File: src/rtl/fsq_pkg.sv
package fsq_pkg;
  typedef enum logic [2:0] {
    ST_IDLE    = 3'd0,
    ST_BUSY    = 3'd1,
    ST_PASS    = 3'd2,
    ST_FAIL    = 3'd3,
    ST_REFUSED = 3'd4
  } fsq_status_e;

  typedef enum logic [1:0] {
    PH_NONE    = 2'd0,
    PH_SETALL  = 2'd1,
    PH_CLEAR   = 2'd2,
    PH_PROGSEL = 2'd3
  } fsq_phase_e;

  localparam logic [2:0] OP_LOAD  = 3'd1;
  localparam logic [2:0] OP_WRITE = 3'd2;
  localparam logic [2:0] OP_ERASE = 3'd3;
  localparam logic [2:0] OP_SUM   = 3'd4;
  localparam logic [2:0] OP_READ  = 3'd5;

  localparam logic [2:0] A_OPC  = 3'd0;
  localparam logic [2:0] A_ROW  = 3'd1;
  localparam logic [2:0] A_COL  = 3'd2;
  localparam logic [2:0] A_DATA = 3'd3;
  localparam logic [2:0] A_EXEC = 3'd4;
  localparam logic [2:0] A_ACK  = 3'd5;
endpackage

File: src/rtl/fsq_arbiter.sv
// Fixed-priority merge of the two requester ports: debug wins.
module fsq_arbiter #(
  parameter int DW = 8
) (
  input  logic          dbg_wr,
  input  logic [2:0]    dbg_addr,
  input  logic [DW-1:0] dbg_wdata,
  input  logic          cpu_wr,
  input  logic [2:0]    cpu_addr,
  input  logic [DW-1:0] cpu_wdata,
  output logic          g_wr,
  output logic [2:0]    g_addr,
  output logic [DW-1:0] g_data
);
  always_comb begin
    g_wr   = dbg_wr | cpu_wr;
    g_addr = dbg_wr ? dbg_addr  : cpu_addr;
    g_data = dbg_wr ? dbg_wdata : cpu_wdata;
  end
endmodule

File: src/rtl/fsq_page_latch.sv
// Row-wide staging buffer, written one word at a time.
module fsq_page_latch #(
  parameter int WORDS = 4,
  parameter int DW    = 8,
  localparam int CAW  = (WORDS > 1) ? $clog2(WORDS) : 1
) (
  input  logic                clk,
  input  logic                rst_n,
  input  logic                we,
  input  logic [CAW-1:0]      idx,
  input  logic [DW-1:0]       wdata,
  output logic [WORDS*DW-1:0] row
);
  for (genvar w = 0; w < WORDS; w++) begin : g_word
    logic [DW-1:0] word_q;
    always_ff @(posedge clk or negedge rst_n) begin
      if (!rst_n)                            word_q <= '0;
      else if (we && (idx == CAW'(w)))       word_q <= wdata;
    end
    assign row[w*DW +: DW] = word_q;
  end
endmodule

File: src/rtl/fsq_flash_array.sv
// Synchronous flash array model: whole-row set, clear and program-OR.
module fsq_flash_array
  import fsq_pkg::*;
#(
  parameter int ROWS  = 8,
  parameter int WORDS = 4,
  parameter int DW    = 8,
  localparam int RAW  = (ROWS > 1) ? $clog2(ROWS) : 1,
  localparam int LW   = WORDS * DW
) (
  input  logic           clk,
  input  logic           rst_n,
  input  logic           op_en,
  input  fsq_phase_e     op_kind,
  input  logic [RAW-1:0] row_idx,
  input  logic [LW-1:0]  op_data,
  output logic [LW-1:0]  rd_row
);
  logic [LW-1:0] cells [ROWS];

  for (genvar r = 0; r < ROWS; r++) begin : g_row
    always_ff @(posedge clk or negedge rst_n) begin
      if (!rst_n) begin
        cells[r] <= '0;
      end else if (op_en && (row_idx == RAW'(r))) begin
        case (op_kind)
          PH_SETALL:  cells[r] <= '1;
          PH_CLEAR:   cells[r] <= '0;
          PH_PROGSEL: cells[r] <= cells[r] | op_data;
          default:    cells[r] <= cells[r];
        endcase
      end
    end
  end

  assign rd_row = cells[row_idx];
endmodule

File: src/rtl/flash_page_seq.sv
module flash_page_seq
  import fsq_pkg::*;
#(
  parameter int ROWS      = 8,
  parameter int WORDS     = 4,
  parameter int DW        = 8,
  parameter int PHASE_CYC = 4
) (
  input  logic                        clk,
  input  logic                        rst_n,
  input  logic                        dbg_wr,
  input  logic [2:0]                  dbg_addr,
  input  logic [DW-1:0]               dbg_wdata,
  input  logic                        cpu_wr,
  input  logic [2:0]                  cpu_addr,
  input  logic [DW-1:0]               cpu_wdata,
  output logic                        busy,
  output logic [2:0]                  status,
  output logic [1:0]                  phase,
  output logic                        irq,
  output logic [DW+$clog2(WORDS)-1:0] result
);
  localparam int RAW = (ROWS > 1) ? $clog2(ROWS) : 1;
  localparam int CAW = (WORDS > 1) ? $clog2(WORDS) : 1;
  localparam int CW  = (PHASE_CYC > 1) ? $clog2(PHASE_CYC) : 1;
  localparam int RW  = DW + $clog2(WORDS);
  localparam int LW  = WORDS * DW;

  logic          g_wr;
  logic [2:0]    g_addr;
  logic [DW-1:0] g_data;

  logic [DW-1:0] opc_q, row_q, col_q, dat_q, opc_d, row_d, col_d, dat_d;
  fsq_phase_e    ph_q, ph_d;
  fsq_status_e   st_q, st_d;
  logic [CW-1:0] cnt_q, cnt_d;
  logic          wr_q, wr_d, nb_q, nb_d, irq_q, irq_d;
  logic [RW-1:0] res_q, res_d;

  logic [LW-1:0] latch_row, arr_row;
  logic [RW-1:0] row_sum;
  logic [DW-1:0] rd_word;
  logic          busy_w, exec_w, phase_end, row_ok, col_ok, latch_we;

  fsq_arbiter #(.DW(DW)) u_arb (
    .dbg_wr(dbg_wr), .dbg_addr(dbg_addr), .dbg_wdata(dbg_wdata),
    .cpu_wr(cpu_wr), .cpu_addr(cpu_addr), .cpu_wdata(cpu_wdata),
    .g_wr(g_wr), .g_addr(g_addr), .g_data(g_data)
  );

  fsq_page_latch #(.WORDS(WORDS), .DW(DW)) u_latch (
    .clk(clk), .rst_n(rst_n), .we(latch_we), .idx(col_q[CAW-1:0]),
    .wdata(dat_q), .row(latch_row)
  );

  fsq_flash_array #(.ROWS(ROWS), .WORDS(WORDS), .DW(DW)) u_array (
    .clk(clk), .rst_n(rst_n), .op_en(phase_end), .op_kind(ph_q),
    .row_idx(row_q[RAW-1:0]), .op_data(latch_row), .rd_row(arr_row)
  );

  assign busy_w    = (ph_q != PH_NONE);
  assign exec_w    = g_wr && (g_addr == A_EXEC);
  assign phase_end = busy_w && (cnt_q == '0);
  assign row_ok    = (int'(row_q) < ROWS);
  assign col_ok    = (int'(col_q) < WORDS);
  assign latch_we  = exec_w && !busy_w && (opc_q[2:0] == OP_LOAD) && col_ok;
  assign rd_word   = arr_row[DW*int'(col_q[CAW-1:0]) +: DW];

  always_comb begin
    row_sum = '0;
    for (int w = 0; w < WORDS; w++) row_sum = row_sum + RW'(arr_row[w*DW +: DW]);
  end

  // next-state logic
  always_comb begin
    opc_d = opc_q; row_d = row_q; col_d = col_q; dat_d = dat_q;
    ph_d  = ph_q;  st_d  = st_q;  cnt_d = cnt_q;
    wr_d  = wr_q;  nb_d  = nb_q;  irq_d = irq_q; res_d = res_q;

    if (g_wr && (g_addr == A_ACK)) irq_d = 1'b0;

    if (g_wr && !busy_w) begin
      case (g_addr)
        A_OPC:   opc_d = g_data;
        A_ROW:   row_d = g_data;
        A_COL:   col_d = g_data;
        A_DATA:  dat_d = g_data;
        default: ;
      endcase
    end

    if (busy_w) begin
      if (exec_w) st_d = ST_REFUSED;
      if (phase_end) begin
        cnt_d = CW'(PHASE_CYC - 1);
        case (ph_q)
          PH_SETALL: ph_d = PH_CLEAR;
          PH_CLEAR:  ph_d = wr_q ? PH_PROGSEL : PH_NONE;
          default:   ph_d = PH_NONE;
        endcase
        if (ph_d == PH_NONE) begin
          st_d = ST_PASS;
          if (nb_q) irq_d = 1'b1;
        end
      end else begin
        cnt_d = cnt_q - 1'b1;
      end
    end else if (exec_w) begin
      st_d  = ST_FAIL;
      nb_d  = opc_q[7];
      cnt_d = CW'(PHASE_CYC - 1);
      case (opc_q[2:0])
        OP_LOAD:  if (col_ok) st_d = ST_PASS;
        OP_WRITE: if (row_ok) begin ph_d = PH_SETALL; wr_d = 1'b1; st_d = ST_BUSY; end
        OP_ERASE: if (row_ok) begin ph_d = PH_CLEAR;  wr_d = 1'b0; st_d = ST_BUSY; end
        OP_SUM:   if (row_ok) begin res_d = row_sum; st_d = ST_PASS; end
        OP_READ:  if (row_ok && col_ok) begin res_d = RW'(rd_word); st_d = ST_PASS; end
        default:  ;
      endcase
    end
  end

  // state registers
  always_ff @(posedge clk or negedge rst_n) begin
    if (!rst_n) begin
      opc_q <= '0; row_q <= '0; col_q <= '0; dat_q <= '0;
      ph_q  <= PH_NONE; st_q <= ST_IDLE; cnt_q <= '0;
      wr_q  <= 1'b0; nb_q <= 1'b0; irq_q <= 1'b0; res_q <= '0;
    end else begin
      opc_q <= opc_d; row_q <= row_d; col_q <= col_d; dat_q <= dat_d;
      ph_q  <= ph_d;  st_q  <= st_d;  cnt_q <= cnt_d;
      wr_q  <= wr_d;  nb_q  <= nb_d;  irq_q <= irq_d; res_q <= res_d;
    end
  end

  assign busy   = busy_w;
  assign status = st_q;
  assign phase  = ph_q;
  assign irq    = irq_q;
  assign result = res_q;
endmodule

File: config.mk
export PLATFORM = sky130hd
export DESIGN_NAME = flash_page_seq
export DESIGN_NICKNAME = d
export VERILOG_FILES = /design/src/rtl/fsq_pkg.sv /design/src/rtl/fsq_arbiter.sv /design/src/rtl/fsq_page_latch.sv /design/src/rtl/fsq_flash_array.sv /design/src/rtl/flash_page_seq.sv
export SDC_FILE = /design/constraint.sdc
export NUM_CORES = 1
export LEC_CHECK = 0
export BUFFER_PORTS_ARGS = -buffer_cell sky130_fd_sc_hd__buf_2
export CAP_MARGIN = 20
export CORE_MARGIN = 4
export CORE_UTILIZATION = 30
export DETAILED_ROUTE_END_ITERATION = 7
export GPL_TIMING_DRIVEN = 0
export SLEW_MARGIN = 20
export SYNTH_ARGS = -nofsm -noshare
export SYNTH_HDL_FRONTEND = slang
export SYNTH_SLANG_ARGS = --single-unit
File: constraint.sdc
create_clock -name clk -period 5.7 [get_ports clk]
set_input_delay 0.285 -clock clk [delete_from_list [all_inputs] [get_ports clk]]
set_output_delay 0.285 -clock clk [all_outputs]
set_load 0.02 [all_outputs]
==> reports/qor.yml, run 1 <==
placement:
  io_buffers: 41
  postPlaceCellArea_mm2: 0.01668
  globalplace.congestion: 0.9278
  placed_cells: 2133
  dp_hpwl_um: 32900
status:
  status: "finished, final reports clean"
final_layout:
  multi_input_area_mm2: 0.006609
  finish.utilization: 0.3474
  regArea_mm2: 0.008408
  layout_common_cells: "dfrtp_1 (336), nand2_1 (312), o21ai_0 (284)"
  drive_gt1_frac: 0.1477
  stdcell_area_mm2: 0.01782
  nets: 1551
  diodes: 0
  final_common_cell: "dfrtp_1"
  n_fill_cell: 5148
  layout.cells.non_filler: 2197
  syn_to_final_growth_pct: 14.85
logic_synthesis:
  synth_nets: 1466
  seq_area_frac_synth: 0.5418
  async_flop_share: 1.000
  syn_avg_cell_area_um2: 11.01
  synth_ff_type: "dfrtp_1"
  synth-seq-cells: 336
  synth_edf_count: 0
  syn_area_mm2: 0.01552
  ys_warn_count: 0
  synth_cell_types: 62
  syn_inst: 1409
drt:
  drc_errors: 0
  dr.pass1.iters: 5
  vias: 11720
  initialDrtViolationCount: 1162
  vias_per_cell: 5.336
  drt_wl_total_um: 47740
  wl_per_cell_um: 21.73
  ant_nets: 0
timing:
  relSlewSlack: 0.2609
  tns_ns: 0
  max_freq_mhz: 181.4
  fin_crit_ns: 5.512
  hold_viol: 0
  grt_setup_unrepaired: "no"
  finClkSkew_ns: 0.01150
  finalSetupViolCount: 0
  worst_pin_slew_ns: 1.109
  fin_crit_sh: 0.9670
  finalMaxSlewViolations: 0
global_routing:
  grt_overflow: 0
  grt_antenna_before_repair: 0
  grt_pass1_wl_um: 73380
  grt_pass1_vias: 11830
  grt_start_max_net_pins: 100
  grt.total_usage: 0.1698
power_and_ir_drop:
  ir_worst_vdd_uv: 470.4
  p_per_area_mw_per_mm2: 690.1
  p_leak_nw: 7.982
critical_path:
  path_cells: "buf_4 > buf_6 > buf_4 > buf_2 > mux4_2 > mux2i_1 > fa_1 > fa_1 > inv_1 > ha_1 > a211oi_1 > o21bai_1 > a21oi_1 > o21ai_0 > xor2_1 > a22o_1"
  r2r_slack_ns: 0.19
  crit_buf_inv: 5
  cp_top_family: "adder cells"
  worst_ep_arrival_time_ns: 5.93
  crit_path_start_kind: "flip-flop"
  path_max_fanout: 10
  path_class: "reg2reg"
  setup.worst_path.end_class: "flip-flop"
  slowest_stage: "mux2i_1"
  critical_path_required_ns: 6.12
  worst_path_largest_cell_delay_ns: 0.63
floorplanning:
  dieArea_mm2: 0.05543
  initial_core_util: 0.3025
  rows: 83
  die_h_um: 235.4
  core-area_mm2: 0.05130
  fp.dieW_um: 235.4
  io-pin-count: 43
cts:
  htreeDepth: 2
  clock_sinks: 336
  post_cts_buffers: 0
  cts_hold_buffers: 1
  clock_latency_ns: 0.53
  clock_path_buffers: 3
  cts_tree: "built"
  cts_resized: 0
  root_buffer: "clkbuf_16"
  path_clk_slew_ns: 0.06
  cts_buffers: 38
worst_hold_path:
  hp-class: "in2reg"
flow_run:
  cap_violations: 0
-- report_power, final --
part           leakage [nW]  switching [mW]  internal (mW)
registers              4.44           0.531           3.28
clock network         0.552           0.971           1.32
logic                  2.99            3.80           2.40
-- flip-flops by register name (all words and copies together), names as in the netlist --
name / flops
irq: 1
row_q: 8
dat_q: 8
cnt_q: 2
u_array.cells: 256
wr_q: 1
nb_q: 1
phase: 2
opc_q: 4
u_latch.g_word.word_q: 32
status: 3
col_q: 8
result: 10
-- cell families after synthesis --
family	synth area share
mux	0.1497
buf+inv	0.03306
fa+ha+maj	0.03274
compound gates	0.1342
xor+xnor	0.001129
flops	0.5418
simple gates	0.1073
-- cells in the mapped netlist, drive strengths merged, types with 2 or more instances --
library cell / n / area [um^2]
nand4: 3 / 18.77
a21o: 2 / 15.01
mux2: 41 / 465.4
a31oi: 4 / 25.02
o21ai: 327 / 1637
nor2: 20 / 75.07
inv: 26 / 97.59
nor3b: 7 / 73.82
dfrtp: 336 / 8408
nor4: 2 / 12.51
nand3: 12 / 60.06
mux2i: 45 / 450.4
a211oi: 4 / 30.03
nand2: 313 / 1177
nand2b: 3 / 18.77
o22ai: 2 / 12.51
o31ai: 2 / 15.01
o21a: 3 / 22.52
nand3b: 4 / 30.03
mux4: 61 / 1408
a22o: 3 / 26.28
fa: 16 / 320.3
a221o: 2 / 20.02
clkbuf: 61 / 229.0
buf: 25 / 182.7
a22oi: 8 / 60.06
nor2b: 6 / 37.54
a21oi: 20 / 100.1
o21bai: 2 / 15.01
ha: 15 / 187.7
or2: 3 / 18.77
nor3: 14 / 107.6
-- metal layers --
layer  wire length, um  vias to the layer above  global-route usage
met4              1284                        0             0.04663
met1             20930                     6019              0.2415
met2             21570                      470              0.2635
met3              3962                       94             0.03772
li1                  -                     5140                   -
met5                 0                        -                   0
-- cell type report --
class / instances / share of cell area
Clock inverter: 8 / 0.002527
Inverter: 27 / 0.005687
Buffer: 86 / 0.02310
Multi-Input combinational cell: 960 / 0.3708
Sequential cell: 336 / 0.4718
Clock buffer: 55 / 0.06108
Tap cell: 680 / 0.04774
Timing Repair Buffer: 45 / 0.01727
-- worst reg2reg max path, stage by stage (launching register included) --
cell and delay (ns):
dfrtp_1 0.32, buf_4 0.27, buf_6 0.30, buf_4 0.31, buf_2 0.47, mux4_2 0.40, mux2i_1 0.63, fa_1 0.57
fa_1 0.62, inv_1 0.06, ha_1 0.30, a211oi_1 0.33, o21bai_1 0.12, a21oi_1 0.23, o21ai_0 0.15, xor2_1 0.16
a22o_1 0.18
-- worst paths after layout --
kind / startpoint / end / cells after the start
setup / recovery: row_q[0] / result[8] / 16
setup reg to reg: row_q[0] / result[8] / 16
max in group asynchronous: rst_n / u_array.cells[12] / 3
hold / removal: cpu_wdata[3] / col_q[3] / 3
hold reg to reg: u_array.cells[169] / u_array.cells[169] / 2
min in group asynchronous: rst_n / u_array.cells[118] / 2
-- stage by stage --
step	hold WS, ns	setup WS [ns]	power [mW]
floorplan	-0.01059	1.542	7.980
global placement	0.4528	-1.891	9.765
detailed placement	0.2881	0.2569	9.932
CTS	0.1509	0.2504	12.25
global route	0.1705	0.04593	13.21
finish	0.1591	0.1882	12.30
Power figures use the tool's default switching activity.
==> run 2, diff against run 1 <==
- CORE_ASPECT_RATIO: unset -> 1.25
- CORE_MARGIN: 4 -> 2
- GPL_ROUTABILITY_DRIVEN: unset -> 0
==> reports/qor.yml, run 2 (synthesis gave the netlist of run 1 again) <==
global_routing:
  grt.total_usage: 0.1772  # +0.007416
  grt_pass1_vias: 11850  # +0.17%
  grt_overflow: 0  # unchanged
  grt_antenna_before_repair: 0  # unchanged
  grt_start_max_net_pins: 104  # +4.0%
  grt_pass1_wl_um: 73230  # -0.21%
critical_path:
  crit_top_cell: "buf_2"
  setup.worst_path.end_class: "flip-flop"
  crit_buf_inv: 5  # unchanged
  path_max_fanout: 10  # unchanged
  worst_ep_arrival_time_ns: 5.74  # -0.19 ns
  path_cells: "buf_2 > buf_2 > buf_4 > buf_2 > mux2i_1 > fa_1 > fa_1 > inv_1 > ha_1 > a211oi_1 > o21bai_1 > a21oi_1 > o21ai_0 > xor2_1 > a22o_1"
  path_class: "reg2reg"
  cp_top_family: "buffers and inverters"
  slowest_stage: "fa_1"
  crit_path_start_kind: "flip-flop"
  critical_path_required_ns: 6.11  # about the same
  worst_path_largest_cell_delay_ns: 0.61  # -0.02 ns
final_layout:
  diodes: 0  # unchanged
  layout.cells.non_filler: 2179  # -0.82%
  final_common_cell: "dfrtp_1"
  finish.utilization: 0.3471  # about the same
  largest_reg_flops: 256  # unchanged
  syn_to_final_growth_pct: 14.77  # about the same
  n_fill_cell: 5108  # -0.78%
  drive_gt1_frac: 0.1526  # +0.004916
  layout_common_cells: "dfrtp_1 (336), nand2_1 (312), o21ai_0 (284)"
  nets: 1547  # -0.26%
  regMostFlops: "u_array.cells"
cts:
  cts_buffers: 35  # -7.9%
  htreeDepth: 2  # unchanged
  clock_latency_ns: 0.54  # about the same
  root_buffer: "clkbuf_16"
  path_clk_slew_ns: 0.06  # about the same
  cts_tree: "built"
  clock_sinks: 336  # unchanged
  clock_path_buffers: 3  # unchanged
  post_cts_buffers: 0  # unchanged
drt:
  ant_nets: 0  # unchanged
  vias_per_cell: 5.293  # -0.81%
  wl_per_cell_um: 21.49  # -1.1%
  drc_errors: 0  # unchanged
  vias: 11530  # -1.6%
  dr.pass1.iters: 5  # unchanged
  drt_wl_total_um: 46830  # -1.9%
  initialDrtViolationCount: 1140  # -1.9%
placement:
  io_buffers: 41  # unchanged
  placed_cells: 2118  # -0.70%
  place_ws_ns: 0.1083  # -0.1486 ns
  dp_hpwl_um: 33790  # +2.7%
status:
  status: "finished, final reports clean"
power_and_ir_drop:
  p_leak_nw: 7.999  # +0.22%
  p_total_mw: 12.25  # -0.42%
  ir_worst_vdd_uv: 490.6  # +4.3%
  p_per_area_mw_per_mm2: 687.7  # -0.35%
worst_hold_path:
  hp-class: "in2reg"
floorplanning:
  core-area_mm2: 0.05132  # about the same
  rows: 93  # +12%
  io-pin-count: 43  # unchanged
  initial_core_util: 0.3024  # about the same
  dieArea_mm2: 0.05357  # -3.3%
  die_h_um: 258.3  # +9.7%
  fp.dieW_um: 207.4  # -12%
timing:
  hold_ws_ns: 0.1115  # -0.04751 ns
  fin_crit_ns: 5.332  # -0.1794 ns
  finalMaxSlewViolations: 0  # unchanged
  worst_pin_slew_ns: 0.8967  # -0.2120 ns
  grt_setup_unrepaired: "no"
  max_freq_mhz: 187.5  # +3.4%
  finClkSkew_ns: 0.02909  # +0.01759 ns
  fin_crit_sh: 0.9355  # -0.03147
  relSlewSlack: 0.3959  # +0.1350
  fin_ws_ns: 0.3676  # +0.1794 ns
  hold_viol: 0  # unchanged
  finalSetupViolCount: 0  # unchanged
flow_run:
  cap_violations: 0  # unchanged
run 2: cell types whose count changed in the layout (fill, tap and decap cells not counted), moves of 2 or more:
cell and change:
clkbuf_1 -8, clkbuf_16 -5, clkbuf_8 +11, clkinvlp_4 -2
run 2: final timing paths:
check | startpoint | endpoint | slack, ns | cells past startpoint
setup reg to reg | row_q[2] | result[8] | 0.37 | 15
min in group asynchronous | rst_n | u_array.cells[198] | 0.24 | 2
setup / recovery | row_q[2] | result[8] | 0.37 | 15
hold / removal | cpu_wdata[4] | row_q[4] | 0.11 | 3
hold reg to reg | result[5] | result[5] | 0.47 | 2
max in group asynchronous | rst_n | u_array.cells[158] | 3.73 | 5
run 2: final cells by class:
type / count / area (um^2) / share of cell area
plain buffers: 85 / 407.9 / 0.02290
well taps: 665 / 832.0 / 0.04672
repair buffers: 45 / 307.8 / 0.01728
multi-input cells: 960 / 6613 / 0.3713
flip-flops and latches: 336 / 8408 / 0.4721
clock buffers: 53 / 1085 / 0.06091
inverters: 27 / 101.3 / 0.005691
clock inverters: 8 / 55.05 / 0.003091
run 2: stage by stage:
stage          instance area, um^2  setup TNS [ns]
2_1_floorplan                15520               0
3_3_place_gp                 16550         -608.88
3_5_place_dp                 16660               0
4_1_cts                      17810               0
5_1_grt                      17810               0
6_report                     17810               0
run 2: report_power, final:
| part | total [mW] | leakage (nW) | internal (mW) | switching [mW] |
|---|---|---|---|---|
| sequential | 3.81 | 4.44 | 3.28 | 0.536 |
| combinational | 6.17 | 2.99 | 2.39 | 3.78 |
| clock | 2.26 | 0.571 | 1.32 | 0.947 |
run 2: layer usage:
layer,part of all wire,track usage,up-vias
li1,-,-,5131
met1,0.40,0.2153,5876
met2,0.49,0.3033,407
met3,0.059,0.03017,119
met4,0.049,0.09147,0
met5,0,0,-
run 2: worst register-to-register path, delay by kind of cell (launching register included):
kind / cells / cell delay (ns)
multiplexers: 1 / 0.59
XOR/XNOR: 1 / 0.16
buffers and inverters: 5 / 1.67
adder cells (fa/ha/maj): 3 / 1.44
AO/OA/AOI/OAI: 5 / 1.01
flip-flops: 1 / 0.32
run 2: repair_timing:
item | 4_1_cts | 5_1_grt
hold buffers | 1 | 0
resized for setup | 0 | 1
endpoints found under the setup margin | 0 | 2
endpoints found under the hold margin | 39 | 0
==> run 3, diff against run 2 <==
- CORE_ASPECT_RATIO: 1.25 -> unset
==> reports/qor.yml, run 3 (synthesis gave the netlist of run 1 again) <==
global_routing:
  grt_overflow: 0  # unchanged
  grt-busiest-layer: "met2"
  grtUsageMet2: 0.2748  # -0.02854
  use_met3: 0.03654  # +0.006366
  grt_start_max_net_pins: 101  # -2.9%
  grt_pass1_wl_um: 72830  # -0.55%
  grt_antenna_before_repair: 0  # unchanged
  met1_usage: 0.2544  # +0.03907
  grt_pass1_vias: 11680  # -1.5%
  grt.total_usage: 0.1796  # +0.002417
floorplanning:
  initial_core_util: 0.3031  # +0.0006947
  rows: 83  # -11%
  io-pin-count: 43  # unchanged
  dieArea_mm2: 0.05356  # about the same
  core-area_mm2: 0.05120  # -0.23%
  fp.dieW_um: 231.4  # +12%
  die_h_um: 231.4  # -10%
critical_path:
  worst_path_largest_cell_delay_ns: 0.61  # about the same
  slowest_stage: "fa_1"
  worst_ep_arrival_time_ns: 5.76  # +0.02 ns
  path_max_fanout: 10  # unchanged
  path_class: "reg2reg"
  cp_top_family: "adder cells"
  crit_path_start_kind: "flip-flop"
  path_cells: "buf_4 > buf_6 > buf_4 > buf_2 > mux4_2 > mux2i_2 > fa_1 > fa_1 > inv_1 > ha_1 > a211oi_1 > o21bai_1 > a21oi_1 > o21ai_0 > xor2_1 > a22o_1"
  critical_path_required_ns: 6.12  # about the same
  setup.worst_path.end_class: "flip-flop"
  crit_buf_inv: 5  # unchanged
timing:
  grt_setup_unrepaired: "no"
  finalMaxSlewViolations: 0  # unchanged
  hold_viol: 0  # unchanged
  relSlewSlack: 0.2463  # -0.1496
  max_freq_mhz: 187.2  # -0.16%
  fin_crit_ns: 5.341  # +0.008485 ns
  tns_ns: 0  # unchanged
  fin_crit_sh: 0.9370  # +0.001489
  finClkSkew_ns: 0.01464  # -0.01446 ns
  finalSetupViolCount: 0  # unchanged
  worst_pin_slew_ns: 1.131  # +0.2339 ns
drt:
  initialDrtViolationCount: 1164  # +2.1%
  drt_wl_total_um: 47480  # +1.4%
  vias_per_cell: 5.322  # +0.55%
  drc_errors: 0  # unchanged
  dr.pass1.iters: 7  # +2
  ant_nets: 0  # unchanged
  wl_per_cell_um: 21.54  # +0.24%
  vias: 11730  # +1.7%
cts:
  clock_sinks: 336  # unchanged
  htreeDepth: 2  # unchanged
  clock_latency_ns: 0.53  # about the same
  cts_tree: "built"
  clock_path_buffers: 3  # unchanged
  root_buffer: "clkbuf_16"
  path_clk_slew_ns: 0.06  # about the same
  cts_buffers: 38  # +8.6%
worst_hold_path:
  hp-class: "in2reg"
power_and_ir_drop:
  p_per_area_mw_per_mm2: 695.8  # +1.2%
  p_leak_nw: 8.100  # +1.3%
  p_total_mw: 12.56  # +2.5%
  ir_worst_vdd_uv: 472.7  # -3.7%
status:
  status: "finished, final reports clean"
final_layout:
  drive_gt1_frac: 0.1568  # +0.004248
  regArea_mm2: 0.008408  # unchanged
  layout_common_cells: "dfrtp_1 (336), nand2_1 (312), o21ai_0 (284)"
  n_fill_cell: 5049  # -1.2%
  multi_input_area_mm2: 0.006613  # unchanged
  regMostFlops: "u_array.cells"
  nets: 1552  # +0.32%
  final_common_cell: "dfrtp_1"
  diodes: 0  # unchanged
  largest_reg_flops: 256  # unchanged
  syn_to_final_growth_pct: 16.29
  stdcell_area_mm2: 0.01804  # +1.3%
placement:
  dp_hpwl_um: 32840  # -2.8%
  io_buffers: 41  # unchanged
  postPlaceCellArea_mm2: 0.01669  # +0.15%
flow_run:
  cap_violations: 0  # unchanged
run 3: worst reg2reg max path: stages, from the launching register on:
cell,delay [ns]
dfrtp_1,0.32
buf_4,0.28
buf_6,0.30
buf_4,0.33
buf_2,0.48
mux4_2,0.41
mux2i_2,0.45
fa_1,0.54
fa_1,0.61
inv_1,0.06
ha_1,0.31
a211oi_1,0.32
o21bai_1,0.12
a21oi_1,0.22
o21ai_0,0.15
xor2_1,0.16
a22o_1,0.18
run 3: final cells by class:
class                           instances  share of cell area
Timing Repair Buffer                   46             0.01747
Buffer                                 86             0.02281
Sequential cell                       336              0.4660
Clock inverter                         10            0.007281
Clock buffer                           59             0.06726
Tap cell                              680             0.04715
Multi-Input combinational cell        960              0.3665
Inverter                               27            0.005616
run 3: worst paths after layout:
| kind | startpoint | end | slack, ns | depth (start not counted) |
|---|---|---|---|---|
| max | row_q[0] | result[8] | 0.36 | 16 |
| min in group asynchronous | rst_n | u_array.cells[30] | 0.31 | 2 |
| max in group asynchronous | rst_n | row_q[1] | 3.68 | 5 |
| max reg2reg | row_q[0] | result[8] | 0.36 | 16 |
| min | cpu_wdata[5] | col_q[5] | 0.13 | 3 |
| min reg2reg | u_array.cells[169] | u_array.cells[169] | 0.48 | 2 |
run 3: where the power goes:
part / internal [mW] / leakage [nW] / switching, mW
combinational: 2.40 / 3.00 / 3.78
sequential: 3.28 / 4.44 / 0.526
clock: 1.60 / 0.665 / 0.967
total: 7.28 / 8.10 / 5.28
run 3: per-stage QoR:
| stage | hold slack [ns] | setup WS, ns | std cells | utilization |
|---|---|---|---|---|
| floorplan | -0.01059 | 1.542 | 1409 | - |
| global placement | 0.4543 | -1.923 | 2130 | 0.3237 |
| detailed placement | 0.2812 | 0.2436 | 2134 | 0.3259 |
| CTS | 0.1177 | 0.2337 | 2204 | 0.3524 |
| global route | 0.1461 | 0.1072 | 2204 | 0.3525 |
| finish | 0.1253 | 0.3591 | 2204 | 0.3525 |
run 3: repair_timing:
action | CTS | global route
endpoints found under the setup margin | 0 | 1
hold endpoints to repair | 66 | 0
hold buffers | 1 | 0
setup buffers | 0 | 0
gates resized for setup | 0 | 1
run 3: per-layer routing:
layer	share of wire	routed length (um)
met5	0	0
met2	0.45	21500
met1	0.44	20690
met4	0.031	1494
met3	0.080	3796
